File: src/rtl/i2c_cmdlist_pkg.sv
package i2c_cmdlist_pkg;

  localparam int CMD_W  = 14;
  localparam int BYTE_W = 8;

  typedef enum logic [2:0] {
    OPC_RSTART = 3'd0,
    OPC_WRITE  = 3'd1,
    OPC_READ   = 3'd2,
    OPC_STOP   = 3'd3,
    OPC_END    = 3'd4
  } opc_e;

  typedef enum logic [2:0] {
    BUS_START  = 3'd0,
    BUS_RSTART = 3'd1,
    BUS_WBIT   = 3'd2,
    BUS_RBIT   = 3'd3,
    BUS_STOP   = 3'd4
  } bus_op_e;

  typedef struct packed {
    logic [2:0]        opc;
    logic              ack_val;
    logic              ack_exp;
    logic              ack_chk;
    logic [BYTE_W-1:0] nbytes;
  } cmd_word_t;

  typedef enum logic [2:0] {
    S_IDLE, S_FETCH, S_BYTE, S_REQ, S_WAIT, S_ABORT, S_ABORT_WAIT
  } seq_st_e;

  // bit presented on the wire for the current transmit position
  function automatic logic tx_bit(input logic [BYTE_W-1:0] b, input logic lsb);
    return lsb ? b[0] : b[BYTE_W-1];
  endfunction

  // transmit register after one bit has gone out
  function automatic logic [BYTE_W-1:0] tx_adv(input logic [BYTE_W-1:0] b, input logic lsb);
    return lsb ? {1'b0, b[BYTE_W-1:1]} : {b[BYTE_W-2:0], 1'b0};
  endfunction

  // receive register after one bit has come in
  function automatic logic [BYTE_W-1:0] rx_ins(input logic [BYTE_W-1:0] b, input logic bit_in,
                                               input logic lsb);
    return lsb ? {bit_in, b[BYTE_W-1:1]} : {b[BYTE_W-2:0], bit_in};
  endfunction

  // ACK level driven after a received byte
  function automatic logic ack_drive(input logic [7:0] cnt, input logic [7:0] thr,
                                     input logic full_lvl, input logic cmd_lvl);
    return (cnt >= thr) ? full_lvl : cmd_lvl;
  endfunction

endpackage

File: src/rtl/i2c_cmdlist_slots.sv
module i2c_cmdlist_slots #(
  parameter int SLOTS = 8,
  parameter int W     = 14
) (
  input  logic                       clk,
  input  logic                       rst_n,
  input  logic                       wr_en,
  input  logic [$clog2(SLOTS)-1:0]   wr_idx,
  input  logic [W-1:0]               wr_data,
  input  logic [$clog2(SLOTS)-1:0]   rd_idx,
  output logic [W-1:0]               rd_word,
  input  logic                       set_en,
  input  logic [$clog2(SLOTS)-1:0]   set_idx,
  input  logic [SLOTS-1:0]           clr_mask,
  output logic [SLOTS-1:0]           done
);
  localparam int IW = $clog2(SLOTS);

  logic [SLOTS-1:0][W-1:0] words;

  for (genvar g = 0; g < SLOTS; g++) begin : g_slot
    logic [W-1:0] w_q;
    logic         d_q;
    always_ff @(posedge clk or negedge rst_n) begin
      if (!rst_n) begin
        w_q <= '0;
        d_q <= 1'b0;
      end else begin
        if (wr_en && wr_idx == IW'(g)) w_q <= wr_data;
        // completion has priority over a software clear
        if (set_en && set_idx == IW'(g)) d_q <= 1'b1;
        else if (clr_mask[g])            d_q <= 1'b0;
      end
    end
    assign words[g] = w_q;
    assign done[g]  = d_q;
  end

  assign rd_word = words[rd_idx];

endmodule

File: src/rtl/i2c_cmdlist_shift.sv
module i2c_cmdlist_shift
  import i2c_cmdlist_pkg::*;
(
  input  logic              clk,
  input  logic              rst_n,
  input  logic              load,
  input  logic [BYTE_W-1:0] load_val,
  input  logic              adv_tx,
  input  logic              adv_rx,
  input  logic              in_bit,
  input  logic              lsb_tx,
  input  logic              lsb_rx,
  output logic              out_bit,
  output logic [BYTE_W-1:0] rx_next
);
  logic [BYTE_W-1:0] q;

  always_ff @(posedge clk or negedge rst_n) begin
    if (!rst_n)      q <= '0;
    else if (load)   q <= load_val;
    else if (adv_tx) q <= tx_adv(q, lsb_tx);
    else if (adv_rx) q <= rx_ins(q, in_bit, lsb_rx);
  end

  assign out_bit = tx_bit(q, lsb_tx);
  assign rx_next = rx_ins(q, in_bit, lsb_rx);

endmodule

File: src/rtl/i2c_cmdlist_master.sv
module i2c_cmdlist_master
  import i2c_cmdlist_pkg::*;
#(
  parameter int SLOTS = 8,
  parameter int CNT_W = 5
) (
  input  logic                     clk,
  input  logic                     rst_n,
  input  logic                     go,
  input  logic                     cmd_we,
  input  logic [$clog2(SLOTS)-1:0] cmd_widx,
  input  logic [13:0]              cmd_wdata,
  input  logic [SLOTS-1:0]         done_clr,
  output logic [SLOTS-1:0]         cmd_done,
  output logic                     busy,
  input  logic                     tx_lsb_first,
  input  logic                     rx_lsb_first,
  input  logic [CNT_W-1:0]         rx_thresh,
  input  logic                     rx_full_ack,
  input  logic [CNT_W-1:0]         rx_count,
  input  logic                     tx_empty,
  input  logic [7:0]               tx_data,
  output logic                     tx_pop,
  output logic                     rx_push,
  output logic [7:0]               rx_data,
  output logic                     eng_req,
  output logic [2:0]               eng_op,
  output logic                     eng_wbit,
  input  logic                     eng_done,
  input  logic                     eng_rbit,
  output logic                     ack_status,
  output logic                     ev_end,
  output logic                     ev_complete,
  output logic                     ev_nack,
  output logic                     ev_tx_udf,
  output logic                     ev_byte_done
);
  localparam int IW      = $clog2(SLOTS);
  localparam int ACK_IDX = BYTE_W;

  seq_st_e           st, st_n;
  logic [IW-1:0]     slot, slot_n;
  cmd_word_t         cur, cur_n;
  logic [BYTE_W-1:0] left, left_n;
  logic [3:0]        bidx, bidx_n;
  logic              bus_held, held_n;
  logic              ack_q, ackq_n;

  // named internal events, observed by the checker
  logic              done_set;
  logic              adv;
  logic              byte_end;
  logic              sh_load, sh_tx, sh_rx;
  logic              sh_out;
  logic [CMD_W-1:0]  rd_word;
  cmd_word_t         fetch_word;
  logic              last_slot;
  bus_op_e           op_c;

  i2c_cmdlist_slots #(.SLOTS(SLOTS), .W(CMD_W)) u_slots (
    .clk(clk), .rst_n(rst_n),
    .wr_en(cmd_we), .wr_idx(cmd_widx), .wr_data(cmd_wdata),
    .rd_idx(slot), .rd_word(rd_word),
    .set_en(done_set), .set_idx(slot), .clr_mask(done_clr),
    .done(cmd_done)
  );

  i2c_cmdlist_shift u_shift (
    .clk(clk), .rst_n(rst_n),
    .load(sh_load), .load_val(tx_data),
    .adv_tx(sh_tx), .adv_rx(sh_rx), .in_bit(eng_rbit),
    .lsb_tx(tx_lsb_first), .lsb_rx(rx_lsb_first),
    .out_bit(sh_out), .rx_next(rx_data)
  );

  assign fetch_word = cmd_word_t'(rd_word);
  assign last_slot  = (slot == IW'(SLOTS - 1));

  always_comb begin
    st_n = st; slot_n = slot; cur_n = cur; left_n = left;
    bidx_n = bidx; held_n = bus_held; ackq_n = ack_q;
    done_set = 1'b0; adv = 1'b0; byte_end = 1'b0;
    ev_end = 1'b0; ev_complete = 1'b0; ev_nack = 1'b0;
    ev_tx_udf = 1'b0; ev_byte_done = 1'b0;
    tx_pop = 1'b0; rx_push = 1'b0;
    sh_load = 1'b0; sh_tx = 1'b0; sh_rx = 1'b0;
    case (st)
      S_IDLE: if (go) begin
        slot_n = '0;
        st_n   = S_FETCH;
      end
      S_FETCH: begin
        cur_n = fetch_word;
        case (fetch_word.opc)
          OPC_RSTART, OPC_STOP: st_n = S_REQ;
          OPC_WRITE, OPC_READ: begin
            if (fetch_word.nbytes == '0) begin
              done_set = 1'b1;
              adv      = 1'b1;
            end else begin
              left_n = fetch_word.nbytes;
              st_n   = S_BYTE;
            end
          end
          OPC_END: begin
            done_set = 1'b1;
            ev_end   = 1'b1;
            st_n     = S_IDLE;
          end
          default: begin
            done_set = 1'b1;
            adv      = 1'b1;
          end
        endcase
      end
      S_BYTE: begin
        bidx_n = '0;
        if (cur.opc == OPC_WRITE) begin
          if (tx_empty) begin
            ev_tx_udf = 1'b1;
            st_n      = S_ABORT;
          end else begin
            tx_pop  = 1'b1;
            sh_load = 1'b1;
            st_n    = S_REQ;
          end
        end else begin
          st_n = S_REQ;
        end
      end
      S_REQ: st_n = S_WAIT;
      S_WAIT: if (eng_done) begin
        case (cur.opc)
          OPC_RSTART: begin
            held_n   = 1'b1;
            done_set = 1'b1;
            adv      = 1'b1;
          end
          OPC_STOP: begin
            held_n      = 1'b0;
            done_set    = 1'b1;
            ev_complete = 1'b1;
            st_n        = S_IDLE;
          end
          OPC_WRITE: begin
            if (bidx != 4'(ACK_IDX)) begin
              sh_tx  = 1'b1;
              bidx_n = bidx + 4'd1;
              st_n   = S_REQ;
            end else begin
              ackq_n = eng_rbit;
              if (cur.ack_chk && (eng_rbit != cur.ack_exp)) begin
                ev_nack = 1'b1;
                st_n    = S_ABORT;
              end else begin
                byte_end = 1'b1;
              end
            end
          end
          OPC_READ: begin
            if (bidx != 4'(ACK_IDX)) begin
              sh_rx   = 1'b1;
              bidx_n  = bidx + 4'd1;
              rx_push = (bidx == 4'(ACK_IDX - 1));
              st_n    = S_REQ;
            end else begin
              byte_end = 1'b1;
            end
          end
          default: st_n = S_IDLE;
        endcase
      end
      S_ABORT: st_n = S_ABORT_WAIT;
      S_ABORT_WAIT: if (eng_done) begin
        held_n = 1'b0;
        st_n   = S_IDLE;
      end
      default: st_n = S_IDLE;
    endcase

    if (byte_end) begin
      ev_byte_done = 1'b1;
      left_n       = left - 1'b1;
      if (left == BYTE_W'(1)) begin
        done_set = 1'b1;
        adv      = 1'b1;
      end else begin
        st_n = S_BYTE;
      end
    end
    if (adv) begin
      if (last_slot) st_n = S_IDLE;
      else begin
        slot_n = slot + 1'b1;
        st_n   = S_FETCH;
      end
    end
  end

  always_ff @(posedge clk or negedge rst_n) begin
    if (!rst_n) begin
      st       <= S_IDLE;
      slot     <= '0;
      cur      <= '0;
      left     <= '0;
      bidx     <= '0;
      bus_held <= 1'b0;
      ack_q    <= 1'b0;
    end else begin
      st       <= st_n;
      slot     <= slot_n;
      cur      <= cur_n;
      left     <= left_n;
      bidx     <= bidx_n;
      bus_held <= held_n;
      ack_q    <= ackq_n;
    end
  end

  // engine request decode
  always_comb begin
    op_c = BUS_STOP;
    if (st == S_REQ) begin
      case (cur.opc)
        OPC_RSTART: op_c = bus_held ? BUS_RSTART : BUS_START;
        OPC_WRITE:  op_c = (bidx == 4'(ACK_IDX)) ? BUS_RBIT : BUS_WBIT;
        OPC_READ:   op_c = (bidx == 4'(ACK_IDX)) ? BUS_WBIT : BUS_RBIT;
        default:    op_c = BUS_STOP;
      endcase
    end
  end

  assign eng_req    = (st == S_REQ) || (st == S_ABORT);
  assign eng_op     = op_c;
  assign eng_wbit   = (cur.opc == OPC_READ)
                      ? ack_drive(8'(rx_count), 8'(rx_thresh), rx_full_ack, cur.ack_val)
                      : sh_out;
  assign busy       = (st != S_IDLE);
  assign ack_status = ack_q;

endmodule

File: config.mk
export PLATFORM = sky130hd
export DESIGN_NAME = i2c_cmdlist_master
export DESIGN_NICKNAME = d
export VERILOG_FILES = /design/src/rtl/i2c_cmdlist_pkg.sv /design/src/rtl/i2c_cmdlist_slots.sv /design/src/rtl/i2c_cmdlist_shift.sv /design/src/rtl/i2c_cmdlist_master.sv
export SDC_FILE = /design/constraint.sdc
export NUM_CORES = 1
export LEC_CHECK = 0
export BUFFER_PORTS_ARGS = -buffer_cell sky130_fd_sc_hd__buf_2
export CELL_PAD_IN_SITES_DETAIL_PLACEMENT = 0
export CELL_PAD_IN_SITES_GLOBAL_PLACEMENT = 1
export CORE_MARGIN = 2
export CORE_UTILIZATION = 48
export CTS_CLUSTER_SIZE = 28
export DETAILED_ROUTE_END_ITERATION = 8
export HOLD_SLACK_MARGIN = 0.02
export PLACE_DENSITY_LB_ADDON = 0.3
export SYNTH_ARGS = -nofsm -noshare
export SYNTH_HDL_FRONTEND = slang
export SYNTH_SLANG_ARGS = --single-unit
File: constraint.sdc
create_clock -name clk -period 3.7 [get_ports clk]
set_input_delay 0.37 -clock clk [delete_from_list [all_inputs] [get_ports clk]]
set_output_delay 0.37 -clock clk [all_outputs]
set_load 0.01 [all_outputs]
Yosys cells after proc, flatten, opt, wreduce, memory -nomap -nowiden
Cells that the tools add are included.
{"block": "totals", "in_bits": 53, "wordCells": 228, "register_bits": 154}
{"block": "classes", "n_eq_ne": 38, "addsub": 3, "order_cmp": 2, "bitwise_logic": 1, "n_reduce_logical": 47, "muxes": 110}
{"operator": "$mux W8", "count": 9}
{"operator": "$mux W1", "count": 67}
{"operator": "$mux W3", "count": 17}
{"operator": "$bmux W14 S3", "count": 1}
{"operator": "$eq A3 B3 Y1 const B", "count": 12}
{"operator": "$eq A3 B2 Y1 const B", "count": 10}
{"operator": "$pmux W3 S3", "count": 3}
{"operator": "$reduce_bool A2 Y1", "count": 12}
{"operator": "$pmux W3 S7", "count": 1}
{"operator": "$logic_and A1 B1 Y1", "count": 17}
{"operator": "$eq A3 B1 Y1 const B", "count": 5}
{"operator": "$logic_not A3 Y1", "count": 5}
{"operator": "$mux W14", "count": 1}
{"operator": "$pmux W1 S2", "count": 7}
{"operator": "$mux W4", "count": 3}
{"operator": "$reduce_and A4 Y1", "count": 3}
{"operator": "$ne A2 B2 Y1 const B", "count": 5}
{"operator": "$eq A8 B1 Y1 const B", "count": 1}
{"operator": "$logic_not A8 Y1", "count": 1}
{"operator": "$pmux W4 S2", "count": 1}
{"operator": "$reduce_or A2 Y1", "count": 4}
{"operator": "$sub A8 B1 Y8 const B", "count": 1}
{"operator": "$reduce_bool A3 Y1", "count": 2}
{"operator": "$ge A5 B5 Y1", "count": 1}
{"operator": "12 further kinds", "count": 12}

Depth between registers and ports, before layout
Gate-level depths: netlist (run 1).
{"block": "logic_depth", "depth_word": 10, "ltp_mapped": 10}

Modules after synthesis
Synthesis (run 1) repeated with hierarchy kept, for this count alone.
{"block": "unflattened", "hier_cells": 628, "area_unflattened_um2": 8162.8}
{"module": "i2c_cmdlist_slots", "seq_area_each_um2": 3002.9, "cells_per_inst": 329, "area_per_inst_um2": 5530.3, "n_inst": 1}
{"module": "i2c_cmdlist_master", "seq_area_each_um2": 650.6, "cells_per_inst": 246, "area_per_inst_um2": 2077.0, "n_inst": 1}
{"module": "i2c_cmdlist_shift", "seq_area_each_um2": 200.2, "cells_per_inst": 53, "area_per_inst_um2": 555.5, "n_inst": 1}

Worst setup path before layout (run 1)
Ideal clock, no wire load.
{"block": "synth_path", "path_type": "reg2reg", "from": "reg slot[0]", "to": "reg slot[1]", "setup_time_ps": 125, "arrival_time_ps": 2660, "stages_incl_launch_ff": 9, "synth_period_minus_slack_ps": 2785, "slack_ps": 915, "cell_sequence": "dfrtp_1 buf_6 buf_12 mux4_1 mux2_2 or4b_4 o211ai_1 a22o_2 mux2_2"}
{"block": "synth_between", "elab_chain_len": 9, "word_cells_on_any_way": 19}
{"item": "start, declared", "line_no": "i2c_cmdlist_master.sv:42", "rtl": "logic [IW-1:0] slot, slot_n;"}
{"item": "start signal, assigned", "line_no": "i2c_cmdlist_master.sv:211", "rtl": "slot <= slot_n;"}
{"item": "$bmux W14 S3", "line_no": "i2c_cmdlist_slots.sv:39", "rtl": "assign rd_word = words[rd_idx];"}
{"item": "$mux W14 (not written as such)", "line_no": "i2c_cmdlist_slots.sv:39"}
{"item": "$eq A3 B3 Y1, or another cell as far along", "line_no": "i2c_cmdlist_master.sv:94", "rtl": "case (fetch_word.opc)"}
{"item": "$reduce_or A3 Y1 (no source line), or another cell as far along"}
{"item": "$pmux W1 S2", "line_no": "i2c_cmdlist_master.sv:94"}
{"item": "$pmux W1 S2", "line_no": "i2c_cmdlist_master.sv:87", "rtl": "case (st)"}
{"item": "$mux W1", "line_no": "i2c_cmdlist_master.sv:184", "rtl": "if (left == BYTE_W'(1)) begin"}
{"item": "$mux W1", "line_no": "i2c_cmdlist_master.sv:181", "rtl": "if (byte_end) begin"}
{"item": "$mux W3 *", "line_no": "i2c_cmdlist_master.sv:191", "rtl": "if (adv) begin"}
{"item": "net slot_n[1]", "line_no": "i2c_cmdlist_master.sv:42"}
The timed path passes the listed nets; every way through them passes the cells marked *. The select of a mux whose other input is x is not followed.
A chain may end at the register's enable or synchronous reset.

Final worst setup path (run 1)
{"block": "layout_path", "from": "reg slot[0]", "to": "reg u_slots.g_slot[4].d_q"}
{"block": "layout_between", "elab_chain_len": 10, "word_cells_on_any_way": 18}
{"item": "$bmux W14 S3", "line_no": "i2c_cmdlist_slots.sv:39"}
{"item": "$mux W14 (not written as such)", "line_no": "i2c_cmdlist_slots.sv:39"}
{"item": "$logic_not A8 Y1, or another cell as far along", "line_no": "i2c_cmdlist_master.sv:97", "rtl": "if (fetch_word.nbytes == '0) begin"}
{"item": "$mux W1 / $reduce_or A2 Y1 (equally long branches)", "line_no": "i2c_cmdlist_master.sv:97, i2c_cmdlist_master.sv:94"}
{"item": "$pmux W1 S2", "line_no": "i2c_cmdlist_master.sv:94"}
{"item": "$pmux W1 S2", "line_no": "i2c_cmdlist_master.sv:87"}
{"item": "$mux W1", "line_no": "i2c_cmdlist_master.sv:184"}
{"item": "$mux W1", "line_no": "i2c_cmdlist_master.sv:181"}
{"item": "$logic_and A1 B1 Y1 *", "line_no": "i2c_cmdlist_slots.sv:31", "rtl": "if (set_en && set_idx == IW'(g)) d_q <= 1'b1;"}
{"item": "$mux W1 / $reduce_bool A2 Y1 (equally long branches)"}
{"item": "end signal, assigned", "line_no": "i2c_cmdlist_slots.sv:27", "rtl": "d_q <= 1'b0;"}
{"item": "end signal, assigned", "line_no": "i2c_cmdlist_slots.sv:31"}
{"item": "end signal, assigned", "line_no": "i2c_cmdlist_slots.sv:32", "rtl": "else if (clr_mask[g]) d_q <= 1'b0;"}
{"item": "end, declared", "line_no": "i2c_cmdlist_slots.sv:23", "rtl": "logic d_q;"}
Every way passes the cells marked *; elsewhere a longest branch is shown, timed or not. The select of a mux whose other input is x is not followed.

==> flow_summary.html, run 1 <==
<table>
<tr><th>Metric</th><th>Value</th></tr>
<tr><th colspan="2">Clock network</th></tr>
<tr><td>Clock edge transition at the registers on the reported setup and hold paths</td><td>0.06 ns</td></tr>
<tr><td>CTS hold repair buffers</td><td>0</td></tr>
<tr><td>H-tree depth</td><td>4</td></tr>
<tr><td>Post-cts sizing count</td><td>0</td></tr>
<tr><td>Clock network latency to the later pin of the worst-skew pair</td><td>0.42 ns</td></tr>
<tr><td>CTS tree</td><td>done</td></tr>
<tr><td>Sink Count</td><td>154</td></tr>
<tr><td>Total CTS buffers</td><td>17</td></tr>
<tr><td>Number of buffers between clock root and the deepest sink</td><td>2</td></tr>
<tr><td>Root buffer selected by CTS</td><td>sky130_fd_sc_hd__clkbuf_16</td></tr>
<tr><td>Number of buffers added for setup after CTS</td><td>0</td></tr>
<tr><th colspan="2">Global routing</th></tr>
<tr><td>Pin count of the biggest net entering global routing</td><td>98</td></tr>
<tr><td>Number of antenna violations at the first check in global routing</td><td>0</td></tr>
<tr><td>Total GRT Usage</td><td>21.6%</td></tr>
<tr><td>Wire length of the first global-routing pass</td><td>29.6 mm</td></tr>
<tr><td>Overall overflow remaining after global route</td><td>0</td></tr>
<tr><td>Vias in the first global route</td><td>5,593</td></tr>
<tr><th colspan="2">Floorplan</th></tr>
<tr><td>Std-Cell Rows</td><td>47</td></tr>
<tr><td>Area of the die</td><td>0.0176 sq mm</td></tr>
<tr><td>I/O pins</td><td>83</td></tr>
<tr><td>Floorplan core area</td><td>0.0163 sq mm</td></tr>
<tr><td>Die height</td><td>133 um</td></tr>
<tr><td>Starting density of the core</td><td>48.6%</td></tr>
<tr><td>Horizontal die dimension</td><td>133 um</td></tr>
<tr><th colspan="2">Setup path</th></tr>
<tr><td>Critical path's slowest cell</td><td>sky130_fd_sc_hd__dfrtp_1</td></tr>
<tr><td>Category of the worst setup path launch point</td><td>flip-flop</td></tr>
<tr><td>Arrival time of data at the critical path endpoint</td><td>3.61 ns</td></tr>
<tr><td>Kind of end point of the critical path</td><td>flip-flop</td></tr>
<tr><td>Ordered cell list for the critical path</td><td>mux4_1, mux2_2, or4b_4, nor4_1, nor2_1, o32ai_1</td></tr>
<tr><td>Endpoint required time on the critical path</td><td>4.01 ns</td></tr>
<tr><td>Highest fanout seen on the critical path</td><td>13</td></tr>
<tr><td>CP peak stage delay</td><td>0.79 ns</td></tr>
<tr><td>Critical path class</td><td>flip-flop to flip-flop</td></tr>
<tr><th colspan="2">Power</th></tr>
<tr><td>Sequential Power Share</td><td>40.1%</td></tr>
<tr><td>Combinational share of power</td><td>34.1%</td></tr>
<tr><td>Internal power of the cells</td><td>0.00421 W</td></tr>
<tr><td>Pwr dens</td><td>692 mW/mm^2</td></tr>
<tr><td>Clock Power Share</td><td>25.8%</td></tr>
<tr><td>Worst VDD drop</td><td>0.398 mV</td></tr>
<tr><td>Power spent charging and discharging nets</td><td>0.00214 W</td></tr>
<tr><td>Leak</td><td>4.10 nW</td></tr>
<tr><td>Switching share of power</td><td>33.7%</td></tr>
<tr><th colspan="2">Synth</th></tr>
<tr><td>Asr flop ratio synth</td><td>100%</td></tr>
<tr><td>EDFF count, synth</td><td>0</td></tr>
<tr><td>Synthesized flop and latch total</td><td>154</td></tr>
<tr><td>Synth cell count leaders</td><td>sky130_fd_sc_hd__dfrtp_1, sky130_fd_sc_hd__mux2_2, sky130_fd_sc_hd__nor2_1</td></tr>
<tr><td>Post-synth design cell area</td><td>0.00794 sq mm</td></tr>
<tr><td>Portion of the post-synthesis area used by sequential elements</td><td>48.5%</td></tr>
<tr><td>Top area cells in the synthesized netlist</td><td>sky130_fd_sc_hd__dfrtp_1, sky130_fd_sc_hd__mux2_2, sky130_fd_sc_hd__mux4_2</td></tr>
<tr><td>Number of standard cells after synthesis</td><td>630</td></tr>
<tr><td>Number of nets in the synthesized netlist</td><td>698</td></tr>
<tr><td>Number of distinct library cells after synthesis</td><td>57</td></tr>
<tr><td>Most common cell in the netlist</td><td>sky130_fd_sc_hd__dfrtp_1</td></tr>
<tr><td>Area share of the largest cell type after synthesis</td><td>48.5%</td></tr>
<tr><td>Number of warnings printed during yosys synthesis</td><td>0</td></tr>
<tr><td>Dominant register cell in the synthesized netlist</td><td>sky130_fd_sc_hd__dfrtp_1</td></tr>
<tr><td>Mapped Avg Cell Area</td><td>12.6 sq um</td></tr>
<tr><td>Largest area contributor in the synthesized netlist</td><td>sky130_fd_sc_hd__dfrtp_1</td></tr>
<tr><th colspan="2">Timing</th></tr>
<tr><td>Final Hold Violating Endpoints</td><td>0</td></tr>
<tr><td>Fin crit share</td><td>89.2%</td></tr>
<tr><td>Setup_tns</td><td>0 ns</td></tr>
<tr><td>Setup repair after global routing missed its margin</td><td>no</td></tr>
<tr><td>Final setup viols</td><td>0</td></tr>
<tr><td>Max frequency</td><td>303 MHz</td></tr>
<tr><td>Shortest clock period the worst path allows after layout</td><td>3.30 ns</td></tr>
<tr><td>Max-Slew Margin vs Limit</td><td>32.5%</td></tr>
<tr><td>Pin slew with the least headroom to its limit</td><td>1.01 ns</td></tr>
<tr><td>Largest clock skew in the final design</td><td>0.00745 ns</td></tr>
<tr><td>Final number of max-transition violations</td><td>0</td></tr>
<tr><td>Worst path setup slack after routing</td><td>0.399 ns</td></tr>
<tr><th colspan="2">Cells and area</th></tr>
<tr><td>Final nets</td><td>779</td></tr>
<tr><td>Fraction of layout instances using a drive strength above 1</td><td>39.2%</td></tr>
<tr><td>Sequential standard cell area</td><td>0.00385 sq mm</td></tr>
<tr><td>Antenna diodes</td><td>0</td></tr>
<tr><td>Fill cell count</td><td>1,402</td></tr>
<tr><td>Fraction of the core area covered by cells at the end of the flow</td><td>56.1%</td></tr>
<tr><td>Area Overhead vs Synth</td><td>15.5%</td></tr>
<tr><td>Area occupied by multi-input gates</td><td>0.00382 sq mm</td></tr>
<tr><th colspan="2">Status</th></tr>
<tr><td>Result of the run</td><td>complete, no violations</td></tr>
<tr><th colspan="2">Routing</th></tr>
<tr><td>Via count of the routed design</td><td>5,396</td></tr>
<tr><td>Initial DRC count</td><td>382</td></tr>
<tr><td>DRC violation count after routing</td><td>0</td></tr>
<tr><td>Antenna-violating nets left</td><td>0</td></tr>
<tr><td>Wire length per cell after detailed routing</td><td>19.3 um</td></tr>
<tr><td>Per-cell via count in the routed design</td><td>5.73</td></tr>
<tr><td>Pre-Repair DR Iteration Count</td><td>5</td></tr>
<tr><td>Routed wire length</td><td>18.2 mm</td></tr>
<tr><th colspan="2">Placed design</th></tr>
<tr><td>Port Buffers</td><td>82</td></tr>
<tr><td>Worst Setup Slack post-DPL</td><td>0.425 ns</td></tr>
<tr><td>Detailed-placement wirelength estimate</td><td>12.4 mm</td></tr>
<tr><td>Weighted congestion at the end of routability-driven global placement</td><td>0.821</td></tr>
<tr><th colspan="2">Job</th></tr>
<tr><td>Maxcap violations</td><td>0</td></tr>
<tr><th colspan="2">Hold path</th></tr>
<tr><td>HP Class</td><td>primary input to asynchronous set/reset pin</td></tr>
</table>
-- power by group through the flow --
| stage | Sequential, W | Clock, W | Combinational (W) |
|---|---|---|---|
| after global placement | 0.00254 | 0 | 0.00211 |
| after CTS | 0.00254 | 0.00167 | 0.00218 |
| after detailed placement | 0.00257 | 0 | 0.00216 |
| after global routing | 0.00261 | 0.00175 | 0.00239 |
| after floorplan | 0.00235 | 0 | 0.00172 |
| final | 0.00255 | 0.00164 | 0.00216 |
-- metrics by stage --
| step | area [sq um] | total power [W] | hold slack (ns) | instances |
|---|---|---|---|---|
| final | 9170 | 0.00634 | 0.0553 | 942 |
| after global routing | 9170 | 0.00675 | 0.108 | 942 |
| after CTS | 9170 | 0.00640 | 0.0840 | 942 |
| after detailed placement | 8620 | 0.00473 | 0.475 | 912 |
| after global placement | 8620 | 0.00464 | 0.471 | 912 |
| after floorplan | 7940 | 0.00407 | 0.0744 | 630 |
-- registers in the layout, summed over array words and instances, names as in the netlist --
register,flops
cur,6
bus_held,1
left,8
u_shift.q,8
u_slots.g_slot.d_q,8
slot,3
ack_status,1
st,3
u_slots.g_slot.w_q,112
bidx,4
-- per-layer routing --
layer	up-vias	GRT usage, %	share of wire, %
li1	2490	-	-
met1	2744	29.0	45
met3	18	5.36	4.4
met2	144	35.9	50
met5	-	0	0
met4	0	4.84	1.2
-- final timing paths --
| check | slack [ns] | cells past startpoint | end | start |
|---|---|---|---|---|
| max in group asynchronous | 2.80 | 2 | u_slots.g_slot[5].w_q[6] | rst_n |
| worst min-delay path | 0.06 | 1 | u_slots.g_slot[3].d_q | rst_n |
| min in group clk | 0.12 | 2 | u_slots.g_slot[0].d_q | done_clr[0] |
| worst max register to register | 0.40 | 6 | u_slots.g_slot[4].d_q | slot[0] |
| worst max-delay path | 0.40 | 6 | u_slots.g_slot[4].d_q | slot[0] |
| worst min register to register | 0.49 | 1 | left[7] | left[7] |
-- worst max-delay path: cells and delay by family, from the launching register on --
family / cells / cell delay, ns
AND/OR/NAND/NOR: 3 / 1.19
multiplexers: 2 / 0.91
flip-flops: 1 / 0.79
AO/OA/AOI/OAI: 1 / 0.31
-- area by class of cell --
type / count / share of cell area (%)
sequential: 154 / 42.0
inverter: 30 / 1.23
multi-input combinational: 409 / 41.7
tap: 220 / 3.00
clock inverter: 9 / 0.982
clock buffer: 21 / 5.02
timing repair buffer: 99 / 6.07
-- layout by cell type, fill, tap and decap left out, types with 6 or more instances in the layout --
cell type,count
sky130_fd_sc_hd__a211oi_1,13
sky130_fd_sc_hd__a21o_1,11
sky130_fd_sc_hd__a21oi_1,13
sky130_fd_sc_hd__a31oi_1,7
sky130_fd_sc_hd__buf_2,81
sky130_fd_sc_hd__buf_4,16
sky130_fd_sc_hd__clkbuf_16,17
sky130_fd_sc_hd__dfrtp_1,154
sky130_fd_sc_hd__ha_1,15
sky130_fd_sc_hd__inv_1,29
sky130_fd_sc_hd__mux2_2,129
sky130_fd_sc_hd__mux2i_1,15
sky130_fd_sc_hd__mux4_1,9
sky130_fd_sc_hd__mux4_2,19
sky130_fd_sc_hd__nand2_1,30
sky130_fd_sc_hd__nand2b_1,7
sky130_fd_sc_hd__nor2_1,38
sky130_fd_sc_hd__nor3_1,9
sky130_fd_sc_hd__nor4_1,7
sky130_fd_sc_hd__o21ai_0,10
sky130_fd_sc_hd__o32ai_1,6
-- kinds of logic after synthesis --
group / after synthesis / share of synthesized area (%)
AO/OA/AOI/OAI: 83 / 7.34
AND/OR/NAND/NOR: 132 / 8.51
multiplexers: 172 / 28.5
XOR/XNOR: 6 / 0.662
adder cells (fa/ha/maj): 16 / 2.49
flip-flops: 154 / 48.5
buffers and inverters: 67 / 3.92
Power figures use the tool's default switching activity.
==> run 2, diff against run 1 <==
--- a/config.mk
+++ b/config.mk
@@ -8,12 +8,14 @@
 export BUFFER_PORTS_ARGS = -buffer_cell sky130_fd_sc_hd__buf_2
 export CELL_PAD_IN_SITES_DETAIL_PLACEMENT = 0
 export CELL_PAD_IN_SITES_GLOBAL_PLACEMENT = 1
+export CORE_ASPECT_RATIO = 2
 export CORE_MARGIN = 2
 export CORE_UTILIZATION = 48
 export CTS_CLUSTER_SIZE = 28
 export DETAILED_ROUTE_END_ITERATION = 8
 export HOLD_SLACK_MARGIN = 0.02
 export PLACE_DENSITY_LB_ADDON = 0.3
+export SLEW_MARGIN = 20
 export SYNTH_ARGS = -nofsm -noshare
 export SYNTH_HDL_FRONTEND = slang
 export SYNTH_SLANG_ARGS = --single-unit
==> flow_summary.html, run 2 (same netlist as run 1, synthesis figures left out) <==
<table>
<tr><th>Metric</th><th>Value</th></tr>
<tr><th colspan="2">Status</th></tr>
<tr><td>Result of the run</td><td>complete, no violations</td></tr>
<tr><th colspan="2">Cells and area</th></tr>
<tr><td>Largest register FFs</td><td>112</td></tr>
<tr><td>Area Overhead vs Synth</td><td>15.1%</td></tr>
<tr><td>Antenna diodes</td><td>0</td></tr>
<tr><td>Highest-count cells in the layout ignoring fill and taps</td><td>sky130_fd_sc_hd__dfrtp_1, sky130_fd_sc_hd__mux2_2, sky130_fd_sc_hd__buf_2, sky130_fd_sc_hd__nor2_1, sky130_fd_sc_hd__nand2_1</td></tr>
<tr><td>Leading cell type in the layout, fill and taps excluded</td><td>sky130_fd_sc_hd__dfrtp_1</td></tr>
<tr><td>Final nets</td><td>776</td></tr>
<tr><td>Fraction of layout instances using a drive strength above 1</td><td>39.0%</td></tr>
<tr><td>Largest register by flop count</td><td>u_slots.g_slot.w_q</td></tr>
<tr><th colspan="2">Routing</th></tr>
<tr><td>Per-cell via count in the routed design</td><td>5.85</td></tr>
<tr><td>Wire length per cell after detailed routing</td><td>20.1 um</td></tr>
<tr><td>Routed wire length</td><td>18.5 mm</td></tr>
<tr><td>Initial DRC count</td><td>214</td></tr>
<tr><td>Antenna-violating nets left</td><td>0</td></tr>
<tr><td>DRC violation count after routing</td><td>0</td></tr>
<tr><td>Pre-Repair DR Iteration Count</td><td>4</td></tr>
<tr><td>Via count of the routed design</td><td>5,407</td></tr>
<tr><th colspan="2">Global routing</th></tr>
<tr><td>Number of antenna violations at the first check in global routing</td><td>0</td></tr>
<tr><td>Total GRT Usage</td><td>22.3%</td></tr>
<tr><td>Wire length of the first global-routing pass</td><td>29.6 mm</td></tr>
<tr><td>Pin count of the biggest net entering global routing</td><td>117</td></tr>
<tr><td>Vias in the first global route</td><td>5,780</td></tr>
<tr><td>Overall overflow remaining after global route</td><td>0</td></tr>
<tr><th colspan="2">Clock network</th></tr>
<tr><td>Number of buffers added for setup after CTS</td><td>0</td></tr>
<tr><td>Root buffer selected by CTS</td><td>sky130_fd_sc_hd__clkbuf_16</td></tr>
<tr><td>CTS hold repair buffers</td><td>0</td></tr>
<tr><td>Number of buffers between clock root and the deepest sink</td><td>2</td></tr>
<tr><td>Clock edge transition at the registers on the reported setup and hold paths</td><td>0.07 ns</td></tr>
<tr><td>Sink Count</td><td>154</td></tr>
<tr><td>Clock network latency to the later pin of the worst-skew pair</td><td>0.42 ns</td></tr>
<tr><td>CTS tree</td><td>done</td></tr>
<tr><td>Post-cts sizing count</td><td>0</td></tr>
<tr><td>H-tree depth</td><td>4</td></tr>
<tr><td>Total CTS buffers</td><td>17</td></tr>
<tr><th colspan="2">Timing</th></tr>
<tr><td>Largest clock skew in the final design</td><td>0.00912 ns</td></tr>
<tr><td>Final hold slack</td><td>0.0494 ns</td></tr>
<tr><td>Max frequency</td><td>299 MHz</td></tr>
<tr><td>Fin crit share</td><td>90.3%</td></tr>
<tr><td>Max-Slew Margin vs Limit</td><td>33.7%</td></tr>
<tr><td>Pin slew with the least headroom to its limit</td><td>0.994 ns</td></tr>
<tr><td>Setup_tns</td><td>0 ns</td></tr>
<tr><td>Shortest clock period the worst path allows after layout</td><td>3.34 ns</td></tr>
<tr><td>Final number of max-transition violations</td><td>0</td></tr>
<tr><td>Final setup viols</td><td>0</td></tr>
<tr><td>Setup repair after global routing missed its margin</td><td>no</td></tr>
<tr><td>Final Hold Violating Endpoints</td><td>0</td></tr>
<tr><td>Worst path setup slack after routing</td><td>0.360 ns</td></tr>
<tr><th colspan="2">Setup path</th></tr>
<tr><td>Highest fanout seen on the critical path</td><td>13</td></tr>
<tr><td>Worst-case reg-to-reg path depth</td><td>7</td></tr>
<tr><td>Kind of end point of the critical path</td><td>primary output</td></tr>
<tr><td>Endpoint required time on the critical path</td><td>3.33 ns</td></tr>
<tr><td>Arrival time of data at the critical path endpoint</td><td>2.97 ns</td></tr>
<tr><td>Critical path class</td><td>flip-flop to primary output</td></tr>
<tr><td>Category of the worst setup path launch point</td><td>flip-flop</td></tr>
<tr><th colspan="2">Power</th></tr>
<tr><td>Worst VDD drop</td><td>0.388 mV</td></tr>
<tr><td>Overall power after layout</td><td>0.00635 W</td></tr>
<tr><td>Leak</td><td>4.09 nW</td></tr>
<tr><td>Pwr dens</td><td>695 mW/mm^2</td></tr>
<tr><th colspan="2">Floorplan</th></tr>
<tr><td>Horizontal die dimension</td><td>95.0 um</td></tr>
<tr><td>I/O pins</td><td>83</td></tr>
<tr><td>Die height</td><td>186 um</td></tr>
<tr><td>Starting density of the core</td><td>48.8%</td></tr>
<tr><td>Area of the die</td><td>0.0177 sq mm</td></tr>
<tr><td>Floorplan core area</td><td>0.0163 sq mm</td></tr>
<tr><td>Std-Cell Rows</td><td>66</td></tr>
<tr><th colspan="2">Placed design</th></tr>
<tr><td>Detailed-placement wirelength estimate</td><td>13.2 mm</td></tr>
<tr><td>Weighted congestion at the end of routability-driven global placement</td><td>0.851</td></tr>
<tr><td>Port Buffers</td><td>82</td></tr>
<tr><td>Worst Setup Slack post-DPL</td><td>0.359 ns</td></tr>
<tr><th colspan="2">Job</th></tr>
<tr><td>Maxcap violations</td><td>0</td></tr>
<tr><th colspan="2">Hold path</th></tr>
<tr><td>HP Class</td><td>primary input to asynchronous set/reset pin</td></tr>
</table>
==> run 2: cell count changes in the layout (fill, tap and decap cells not counted) <==
cell and delta:
sky130_fd_sc_hd__bufinv_16 +1, sky130_fd_sc_hd__nor4bb_2 +1, sky130_fd_sc_hd__buf_4 -2, sky130_fd_sc_hd__clkinvlp_4 +1, sky130_fd_sc_hd__nor4bb_1 -1, sky130_fd_sc_hd__inv_6 -1, sky130_fd_sc_hd__buf_12 -1, sky130_fd_sc_hd__clkbuf_1 +1
sky130_fd_sc_hd__buf_6 -1
==> run 2: stage by stage <==
| step | instances | cell area (sq um) | utilization (%) |
|---|---|---|---|
| finish | 924 | 9140 | 56.2 |
| global route | 924 | 9140 | 56.2 |
| CTS | 924 | 9130 | 56.1 |
| detailed placement | 893 | 8560 | 52.6 |
| global placement | 893 | 8560 | 52.6 |
| floorplan | 630 | 7940 | - |
==> run 2: path summary, 6_finish.rpt <==
kind | start | slack [ns] | to
min in group clk | done_clr[2] | 0.13 | u_slots.g_slot[2].d_q
min | rst_n | 0.05 | ack_status
max reg2reg | slot[0] | 0.37 | u_slots.g_slot[6].d_q
max in group asynchronous | rst_n | 2.73 | left[0]
max | st[2] | 0.36 | ev_byte_done
min reg2reg | u_slots.g_slot[1].w_q[6] | 0.50 | u_slots.g_slot[1].w_q[6]
==> run 2: power by group <==
part | switching [W] | internal [W]
Combinational | 0.000972 | 0.00109
Clock | 0.000680 | 0.00101
Sequential | 0.000480 | 0.00212
==> run 2: critical path, cell delays in order, from the launching register on <==
cell	delay (ns)
sky130_fd_sc_hd__dfrtp_1	0.61
sky130_fd_sc_hd__nor4bb_2	0.58
sky130_fd_sc_hd__nor2b_1	0.45
sky130_fd_sc_hd__o211ai_1	0.15
sky130_fd_sc_hd__buf_4	0.21
sky130_fd_sc_hd__inv_1	0.22
sky130_fd_sc_hd__buf_4	0.20
sky130_fd_sc_hd__buf_2	0.13
==> run 2: metal layers <==
| layer | vias up | wire length [um] | GRT usage, % |
|---|---|---|---|
| li1 | 2472 | - | - |
| met3 | 35 | 621 | 3.56 |
| met5 | - | 0 | 0 |
| met2 | 140 | 10600 | 42.4 |
| met4 | 0 | 550 | 10.1 |
| met1 | 2760 | 6770 | 23.3 |
==> run 2: area by class of cell <==
cell class,count,area [sq um]
Multi-Input combinational cell,409,3830
Timing Repair Buffer,96,524
Clock inverter,10,119
Fill cell,1376,7130
Tap cell,204,255
Clock buffer,21,450
Inverter,30,113
Sequential cell,154,3850
